`config.mk`:
```
export PLATFORM = sky130hd
export DESIGN_NAME = dma_legacy_regs
export DESIGN_NICKNAME = d
export VERILOG_FILES = /design/src/rtl/dma_legacy_pkg.sv /design/src/rtl/dma_port_decode.sv /design/src/rtl/dma_ctrl_regs.sv /design/src/rtl/dma_legacy_regs.sv
export SDC_FILE = /design/constraint.sdc
export NUM_CORES = 1
export LEC_CHECK = 0
export BUFFER_PORTS_ARGS = -buffer_cell sky130_fd_sc_hd__buf_2
export CAP_MARGIN = 20
export CORE_MARGIN = 4
export CORE_UTILIZATION = 55
export CTS_CLUSTER_DIAMETER = 60
export DETAILED_ROUTE_END_ITERATION = 16
export PLACE_DENSITY = 0.71
export SETUP_SLACK_MARGIN = 0.02
export SLEW_MARGIN = 30
export SYNTH_ARGS = -nofsm -noshare
export SYNTH_HDL_FRONTEND = slang
export SYNTH_SLANG_ARGS = --single-unit
```
`constraint.sdc`:
```
create_clock -name clk -period 2.94 [get_ports clk]
set_input_delay 0.294 -clock clk [delete_from_list [all_inputs] [get_ports clk]]
set_output_delay 0.294 -clock clk [all_outputs]
set_load 0.02 [all_outputs]
```
`src/rtl/dma_legacy_pkg.sv`:
```
package dma_legacy_pkg;

    localparam int NUM_CTRL    = 2;
    localparam int CH_PER_CTRL = 4;
    localparam int CH_W        = $clog2(CH_PER_CTRL);
    localparam int WORD_W      = 16;
    localparam int BYTE_W      = 8;
    localparam int OFF_W       = 4;

    typedef enum logic [3:0] {
        OP_NONE,
        OP_CHAN_ADDR,
        OP_CHAN_CNT,
        OP_CMD_STAT,
        OP_REQ,
        OP_SMASK,
        OP_CLRPTR,
        OP_MCLR,
        OP_CLRMASK,
        OP_ALLMASK
    } port_op_e;

    typedef struct packed {
        port_op_e        op;
        logic [CH_W-1:0] chan;
    } port_sel_t;

    typedef struct packed {
        logic [WORD_W-1:0] base;
        logic [WORD_W-1:0] count;
    } chan_regs_t;

    // Window start of each controller on the I/O bus.
    function automatic logic [7:0] ctrl_base(input int idx);
        return (idx == 0) ? 8'h00 : 8'hC0;
    endfunction

    // log2 of the address stride of each controller.
    function automatic int ctrl_shift(input int idx);
        return (idx == 0) ? 0 : 1;
    endfunction

    function automatic port_sel_t decode_offset(input logic [OFF_W-1:0] off);
        port_sel_t s;
        s.chan = off[CH_W:1];
        s.op   = OP_NONE;
        if (!off[3]) begin
            s.op = off[0] ? OP_CHAN_CNT : OP_CHAN_ADDR;
        end else begin
            s.chan = '0;
            unique case (off[2:0])
                3'd0: s.op = OP_CMD_STAT;
                3'd1: s.op = OP_REQ;
                3'd2: s.op = OP_SMASK;
                3'd3: s.op = OP_NONE;
                3'd4: s.op = OP_CLRPTR;
                3'd5: s.op = OP_MCLR;
                3'd6: s.op = OP_CLRMASK;
                default: s.op = OP_ALLMASK;
            endcase
        end
        return s;
    endfunction

    function automatic logic is_cmd_port(input port_op_e op);
        return (op == OP_CLRPTR) || (op == OP_MCLR) || (op == OP_CLRMASK);
    endfunction

endpackage

```
`src/rtl/dma_port_decode.sv`:
```
module dma_port_decode
    import dma_legacy_pkg::*;
#(
    parameter int N_CTRL = NUM_CTRL
) (
    input  logic [7:0]       addr,
    output logic [N_CTRL-1:0] hit,
    output logic [OFF_W-1:0] off [N_CTRL]
);

    for (genvar g = 0; g < N_CTRL; g++) begin : g_win
        localparam int          SHIFT   = ctrl_shift(g);
        localparam logic [7:0]  BASE    = ctrl_base(g);
        localparam logic [7:0]  LOWMASK = 8'((1 << SHIFT) - 1);
        localparam int          TOPSH   = OFF_W + SHIFT;

        logic [7:0] shifted;
        logic       in_win;
        logic       aligned;

        assign shifted = addr >> SHIFT;
        assign in_win  = (addr >> TOPSH) == (BASE >> TOPSH);
        assign aligned = (addr & LOWMASK) == 8'h00;
        assign hit[g]  = in_win && aligned;
        assign off[g]  = shifted[OFF_W-1:0];
    end

endmodule

```
`src/rtl/dma_ctrl_regs.sv`:
```
module dma_ctrl_regs
    import dma_legacy_pkg::*;
#(
    parameter int N_CH = CH_PER_CTRL
) (
    input  logic              clk,
    input  logic              rst,
    input  logic              hit,
    input  logic [OFF_W-1:0]  off,
    input  logic [BYTE_W-1:0] wdata,
    input  logic              rd,
    input  logic              wr,
    output logic [BYTE_W-1:0] rdata
);

    localparam int MASK_W = N_CH;

    port_sel_t         sel;
    logic              wr_en;
    logic              rd_en;
    logic              word_op;
    logic              word_acc;
    logic              bptr_q;
    logic [BYTE_W-1:0] cmd_q;
    logic [MASK_W-1:0] req_q;
    logic [MASK_W-1:0] mask_q;
    chan_regs_t        chan_view [N_CH];
    logic [WORD_W-1:0] rd_word;

    assign sel      = decode_offset(off);
    assign wr_en    = hit && wr;
    assign rd_en    = hit && rd && !wr;
    assign word_op  = (sel.op == OP_CHAN_ADDR) || (sel.op == OP_CHAN_CNT);
    assign word_acc = (wr_en || rd_en) && word_op;

    // Shared byte-select toggle.
    always_ff @(posedge clk) begin
        if (rst) begin
            bptr_q <= 1'b0;
        end else if (wr_en && (sel.op == OP_CLRPTR || sel.op == OP_MCLR)) begin
            bptr_q <= 1'b0;
        end else if (word_acc) begin
            bptr_q <= ~bptr_q;
        end
    end

    // Per-channel base and count words.
    for (genvar g = 0; g < N_CH; g++) begin : g_chan
        logic [WORD_W-1:0] base_q;
        logic [WORD_W-1:0] cnt_q;
        logic              mine;

        assign mine = wr_en && (sel.chan == CH_W'(g));

        always_ff @(posedge clk) begin
            if (rst) begin
                base_q <= '0;
                cnt_q  <= '0;
            end else if (mine && sel.op == OP_CHAN_ADDR) begin
                if (bptr_q) base_q[15:8] <= wdata;
                else        base_q[7:0]  <= wdata;
            end else if (mine && sel.op == OP_CHAN_CNT) begin
                if (bptr_q) cnt_q[15:8] <= wdata;
                else        cnt_q[7:0]  <= wdata;
            end
        end

        assign chan_view[g].base  = base_q;
        assign chan_view[g].count = cnt_q;
    end

    // Command register.
    always_ff @(posedge clk) begin
        if (rst) begin
            cmd_q <= '0;
        end else if (wr_en && sel.op == OP_MCLR) begin
            cmd_q <= '0;
        end else if (wr_en && sel.op == OP_CMD_STAT) begin
            cmd_q <= wdata;
        end
    end

    // Software request bits.
    always_ff @(posedge clk) begin
        if (rst) begin
            req_q <= '0;
        end else if (wr_en && sel.op == OP_MCLR) begin
            req_q <= '0;
        end else if (wr_en && sel.op == OP_REQ) begin
            req_q[wdata[CH_W-1:0]] <= wdata[2];
        end
    end

    // Channel mask.
    always_ff @(posedge clk) begin
        if (rst) begin
            mask_q <= '1;
        end else if (wr_en) begin
            unique case (sel.op)
                OP_MCLR:    mask_q <= '1;
                OP_CLRMASK: mask_q <= '0;
                OP_SMASK:   mask_q[wdata[CH_W-1:0]] <= wdata[2];
                OP_ALLMASK: mask_q <= wdata[MASK_W-1:0];
                default:    mask_q <= mask_q;
            endcase
        end
    end

    // Read path.
    assign rd_word = (sel.op == OP_CHAN_CNT) ? chan_view[sel.chan].count
                                             : chan_view[sel.chan].base;

    always_comb begin
        rdata = '0;
        if (rd_en) begin
            unique case (sel.op)
                OP_CHAN_ADDR,
                OP_CHAN_CNT: rdata = bptr_q ? rd_word[15:8] : rd_word[7:0];
                OP_CMD_STAT: rdata = {req_q, 4'b0000};
                OP_REQ:      rdata = cmd_q;
                OP_ALLMASK:  rdata = {4'b0000, mask_q};
                default:     rdata = '0;
            endcase
        end
    end


    reset_state_chk: assert property (@(posedge clk)
        rst |=> (mask_q == '1 && !bptr_q && cmd_q == '0 && req_q == '0));


    mclr_effect_chk: assert property (@(posedge clk) disable iff (rst)
        (wr_en && sel.op == OP_MCLR) |=> (mask_q == '1 && !bptr_q && cmd_q == '0 && req_q == '0));


    clrmask_effect_chk: assert property (@(posedge clk) disable iff (rst)
        (wr_en && sel.op == OP_CLRMASK) |=> (mask_q == '0));


    clrptr_effect_chk: assert property (@(posedge clk) disable iff (rst)
        (wr_en && sel.op == OP_CLRPTR) |=> !bptr_q);


    ptr_toggle_chk: assert property (@(posedge clk) disable iff (rst)
        word_acc |=> (bptr_q != $past(bptr_q)));


    cmd_read_quiet_chk: assert property (@(posedge clk) disable iff (rst)
        (rd_en && is_cmd_port(sel.op)) |=> ($stable(bptr_q) && $stable(mask_q) && $stable(cmd_q) && $stable(req_q)));


    idle_hold_chk: assert property (@(posedge clk) disable iff (rst)
        (!hit) |=> ($stable(bptr_q) && $stable(mask_q) && $stable(cmd_q)));

endmodule

```
`src/rtl/dma_legacy_regs.sv`:
```
module dma_legacy_regs
    import dma_legacy_pkg::*;
(
    input  logic       clk,
    input  logic       rst,
    input  logic [7:0] io_addr,
    input  logic [7:0] io_wdata,
    input  logic       io_rd,
    input  logic       io_wr,
    output logic [7:0] io_rdata
);

    logic [NUM_CTRL-1:0] hit;
    logic [OFF_W-1:0]    off   [NUM_CTRL];
    logic [BYTE_W-1:0]   rdata [NUM_CTRL];

    dma_port_decode #(.N_CTRL(NUM_CTRL)) u_decode (
        .addr (io_addr),
        .hit  (hit),
        .off  (off)
    );

    for (genvar g = 0; g < NUM_CTRL; g++) begin : g_ctrl
        dma_ctrl_regs #(.N_CH(CH_PER_CTRL)) u_regs (
            .clk   (clk),
            .rst   (rst),
            .hit   (hit[g]),
            .off   (off[g]),
            .wdata (io_wdata),
            .rd    (io_rd),
            .wr    (io_wr),
            .rdata (rdata[g])
        );
    end

    always_comb begin
        io_rdata = '0;
        for (int i = 0; i < NUM_CTRL; i++) begin
            io_rdata = io_rdata | rdata[i];
        end
    end


    single_ctrl_hit_chk: assert property (@(posedge clk) disable iff (rst)
        $onehot0(hit));


    idle_rdata_zero_chk: assert property (@(posedge clk) disable iff (rst)
        !io_rd |-> (io_rdata == 8'h00));

endmodule

```
==> summary.txt <==
Worst setup path
  – Critical Path RT: 2.65 ns
  – Crit path buffers/inverters: 1
  – Crit path largest cell delay: 0.48 ns
  – Critical-path cell list: or2_2, mux4_2, nand2_1, a31oi_1, o211ai_1, o21ai_1, buf_2
  – CP Class: flop to primary output
  – Worst Path Arrival: 2.52 ns
  – Critical Path Fanout Max: 2
  – CP startpoint kind: flop
  – Crit end category: primary output
  – Top delay family on crit path: compound AO/OA/AOI/OAI gates
  – Critical-path top delay cell: mux4_2

Timing
  – Fin. Hold Viols: 0
  – Max Slew Vio Count: 0
  – Tightest Pin Transition: 0.986 ns
  – Setup TNS: 0 ns
  – Slew headroom: 0.343
  – Tcrit/Tclk final: 0.957
  – Clock skew: 0.00872 ns
  – Final setup vio count: 0
  – Crit path time final: 2.81 ns
  – RSZ-0062 raised after global routing: no
  – Highest Clock Rate: 356 MHz

Drt
  – Routed wire length: 42700 um
  – Via-per-instance ratio: 6.39
  – Total vias in the final route: 12438
  – WL/cell: 21.9 um
  – Number of iterations in the first detailed-routing pass: 6
  – Post-DRT Antenna Nets: 0
  – Starting DRT DRC Count: 1679
  – DRC: 0

Clock tree
  – CTS H-tree depth: 2
  – Clock Sinks: 290
  – Hold-fix buffers at CTS: 0
  – CTS root buffer: clkbuf_16
  – TritonCTS clock tree: yes
  – Clock latency on the worst-skew pair: 0.52 ns
  – Num CTS Buffers: 35
  – Clk buf depth: 3
  – Clock transition at the registers of the reported paths: 0.06 ns

Yosys
  – Post-synth ARST share: 0
  – Largest family of logic cells by synthesized area: simple AND/OR/NAND/NOR gates
  – Synth area leaders: dfxtp_1 (43%), mux2i_1 (13%), a21oi_1 (6.6%)
  – Seq/Total Area, Yosys: 0.425
  – Post-Synthesis Cells: 1617
  – Ys flop type: dfxtp_1
  – Syn Nets: 1637
  – Post-synth EDFFs: 0
  – Cell area after synthesis: 13700 um^2
  – Yosys reg bits: 290
  – Avg Inst Size Synth: 8.45 um^2
  – Synth Warn #: 0
  – Area leader, netlist: dfxtp_1
  – Simple-Gate Fraction of Synth Area: 0.214
  – Post-synthesis adder-cell area fraction: 0
  – Post-synthesis mux area share: 0.163
  – Complex-gate fraction of the synthesized area: 0.149
  – Synth unique cells: 64
  – Xor/xnor cell area share of the yosys netlist: 0.000641
  – Post-synth top area share: 0.425

Floorplanning
  – Floorplan row count: 57
  – Die height: 166 um
  – I/O pin count: 28
  – Die Area: 27400 um^2
  – Initial core utilization: 0.560
  – Die W: 166 um
  – Total core area: 24400 um^2

Worst hold path
  – Hold Crit Class: primary input to flop

Flow run
  – Max-Cap Viols: 0

Finish
  – # diodes: 0
  – # fillers: 2113
  – Final Non-Filler Cells: 1948
  – Area Growth Syn to Fin: 11.9%
  – Area of the multi-input gates: 7200 um^2
  – Storage cell area: 5810 um^2
  – Final #Nets: 1618
  – Final core occ: 0.627
  – Post-route cell area: 15300 um^2
  – Share of post-route cells with drive strength above 1: 0.124

Placement
  – Placed Cells: 1885
  – Number of port buffers: 27
  – Cell Area, Placed: 14100 um^2
  – Gp weighted congestion: 0.993
  – Final HPWL DP: 27300 um

Pwr
  – Max rail drop VDD: 0.434 mV
  – Lkg Pwr: 5.98 nW
  – Cell Pwr Density: 576 nW/um^2
  – Total power draw: 8.80 mW

GRT
  – Largest net degree at the start of global routing: 117
  – Global route overflow: 0
  – Number of global-route vias before repair: 11389
  – Global-route wire length before repair: 66100 um
  – Tot GR Track Use: 0.308
  – Initial antenna violation count: 0

Status
  – Status: finished clean
-- cell families (layout without fill, tap and decap cells) --
kind of cell,count (synthesis),count (layout)
AO/OA/AOI/OAI,332,332
flip-flops,290,290
multiplexers,205,205
AND/OR/NAND/NOR,632,632
buffers and inverters,157,164
XOR/XNOR,1,1
-- tightest hold or removal path: stages --
cell and delay (ns):
buf_2 0.26, nand3_1 0.13, a21oi_1 0.06
-- cell type report --
type                    count  share of cell area
clock inverters            13             0.00606
clock buffers              50              0.0684
repair buffers             92              0.0456
multi-input cells        1170               0.471
well taps                 324              0.0265
inverters                   9             0.00221
flip-flops and latches    290               0.380
-- cells in the mapped netlist (all sizes together) (7+ instances only) --
library cell,count
dfxtp,290
nor2,205
nand2,195
mux2i,183
a21oi,179
nand3,154
clkbuf,96
buf,52
o21ai,31
o221ai,30
nor3,19
o22ai,18
mux4,13
nor2b,10
a2111oi,9
mux2,9
nand2b,8
nand4,8
inv,7
-- worst paths after layout --
check                                                     startpoint                                    to  slack, ns  cells after the start
worst max register to register               g_ctrl[1].u_regs.bptr_q  g_ctrl[1].u_regs.g_chan[0].cnt_q[15]       0.76                      7
worst max-delay path             g_ctrl[0].u_regs.g_chan[3].cnt_q[8]                           io_rdata[0]       0.13                      7
worst min register to register  g_ctrl[1].u_regs.g_chan[0].cnt_q[13]  g_ctrl[1].u_regs.g_chan[0].cnt_q[13]       0.45                      2
worst min-delay path                                     io_wdata[1]  g_ctrl[0].u_regs.g_chan[3].base_q[1]       0.28                      3
-- metal layers --
| layer | vias up | wire [um] | GRT usage |
|---|---|---|---|
| met5 | - | 0 | 0 |
| met2 | 676 | 18100 | 0.443 |
| li1 | 5709 | - | - |
| met4 | 0 | 1130 | 0.0881 |
| met1 | 5967 | 18900 | 0.456 |
| met3 | 86 | 4570 | 0.0755 |
-- power by group --
| group | internal, mW | switching (mW) | leakage, nW |
|---|---|---|---|
| sequential | 3.93 | 0.00278 | 2.33 |
| combinational | 0.166 | 0.450 | 3.08 |
| clock | 2.50 | 1.75 | 0.564 |
-- cells in the final DEF (no fill, tap or decap), types with 9 or more instances in the layout --
master / instances
clkbuf_16: 37
nor2_1: 197
a21oi_1: 179
o21ai_0: 30
dfxtp_1: 290
a2111oi_0: 9
mux4_2: 13
buf_2: 25
buf_4: 61
o22ai_1: 18
mux2i_1: 183
nor2b_1: 9
nand2_1: 195
o221ai_1: 30
nand3_1: 146
nor3_1: 18
mux2_2: 9
-- timing repair --
action | in CTS | in global routing
buffers inserted | 0 | 0
endpoints found under the setup margin | 0 | 3
resized for setup | 0 | 3
-- registers in the layout (all words and copies together), names as in the netlist --
signal	count
g_ctrl.u_regs.bptr_q	2
g_ctrl.u_regs.cmd_q	16
g_ctrl.u_regs.g_chan.base_q	128
g_ctrl.u_regs.g_chan.cnt_q	128
g_ctrl.u_regs.mask_q	8
g_ctrl.u_regs.req_q	8
-- metrics by stage --
stage               setup WS, ns  hold WS, ns
finish                     0.127        0.279
global route              0.0630        0.271
CTS                       0.0611        0.248
detailed placement        0.0764        0.446
global placement           0.160        0.438
floorplan                  0.636        0.432
Note: power is estimated with default switching activity, not from simulation.
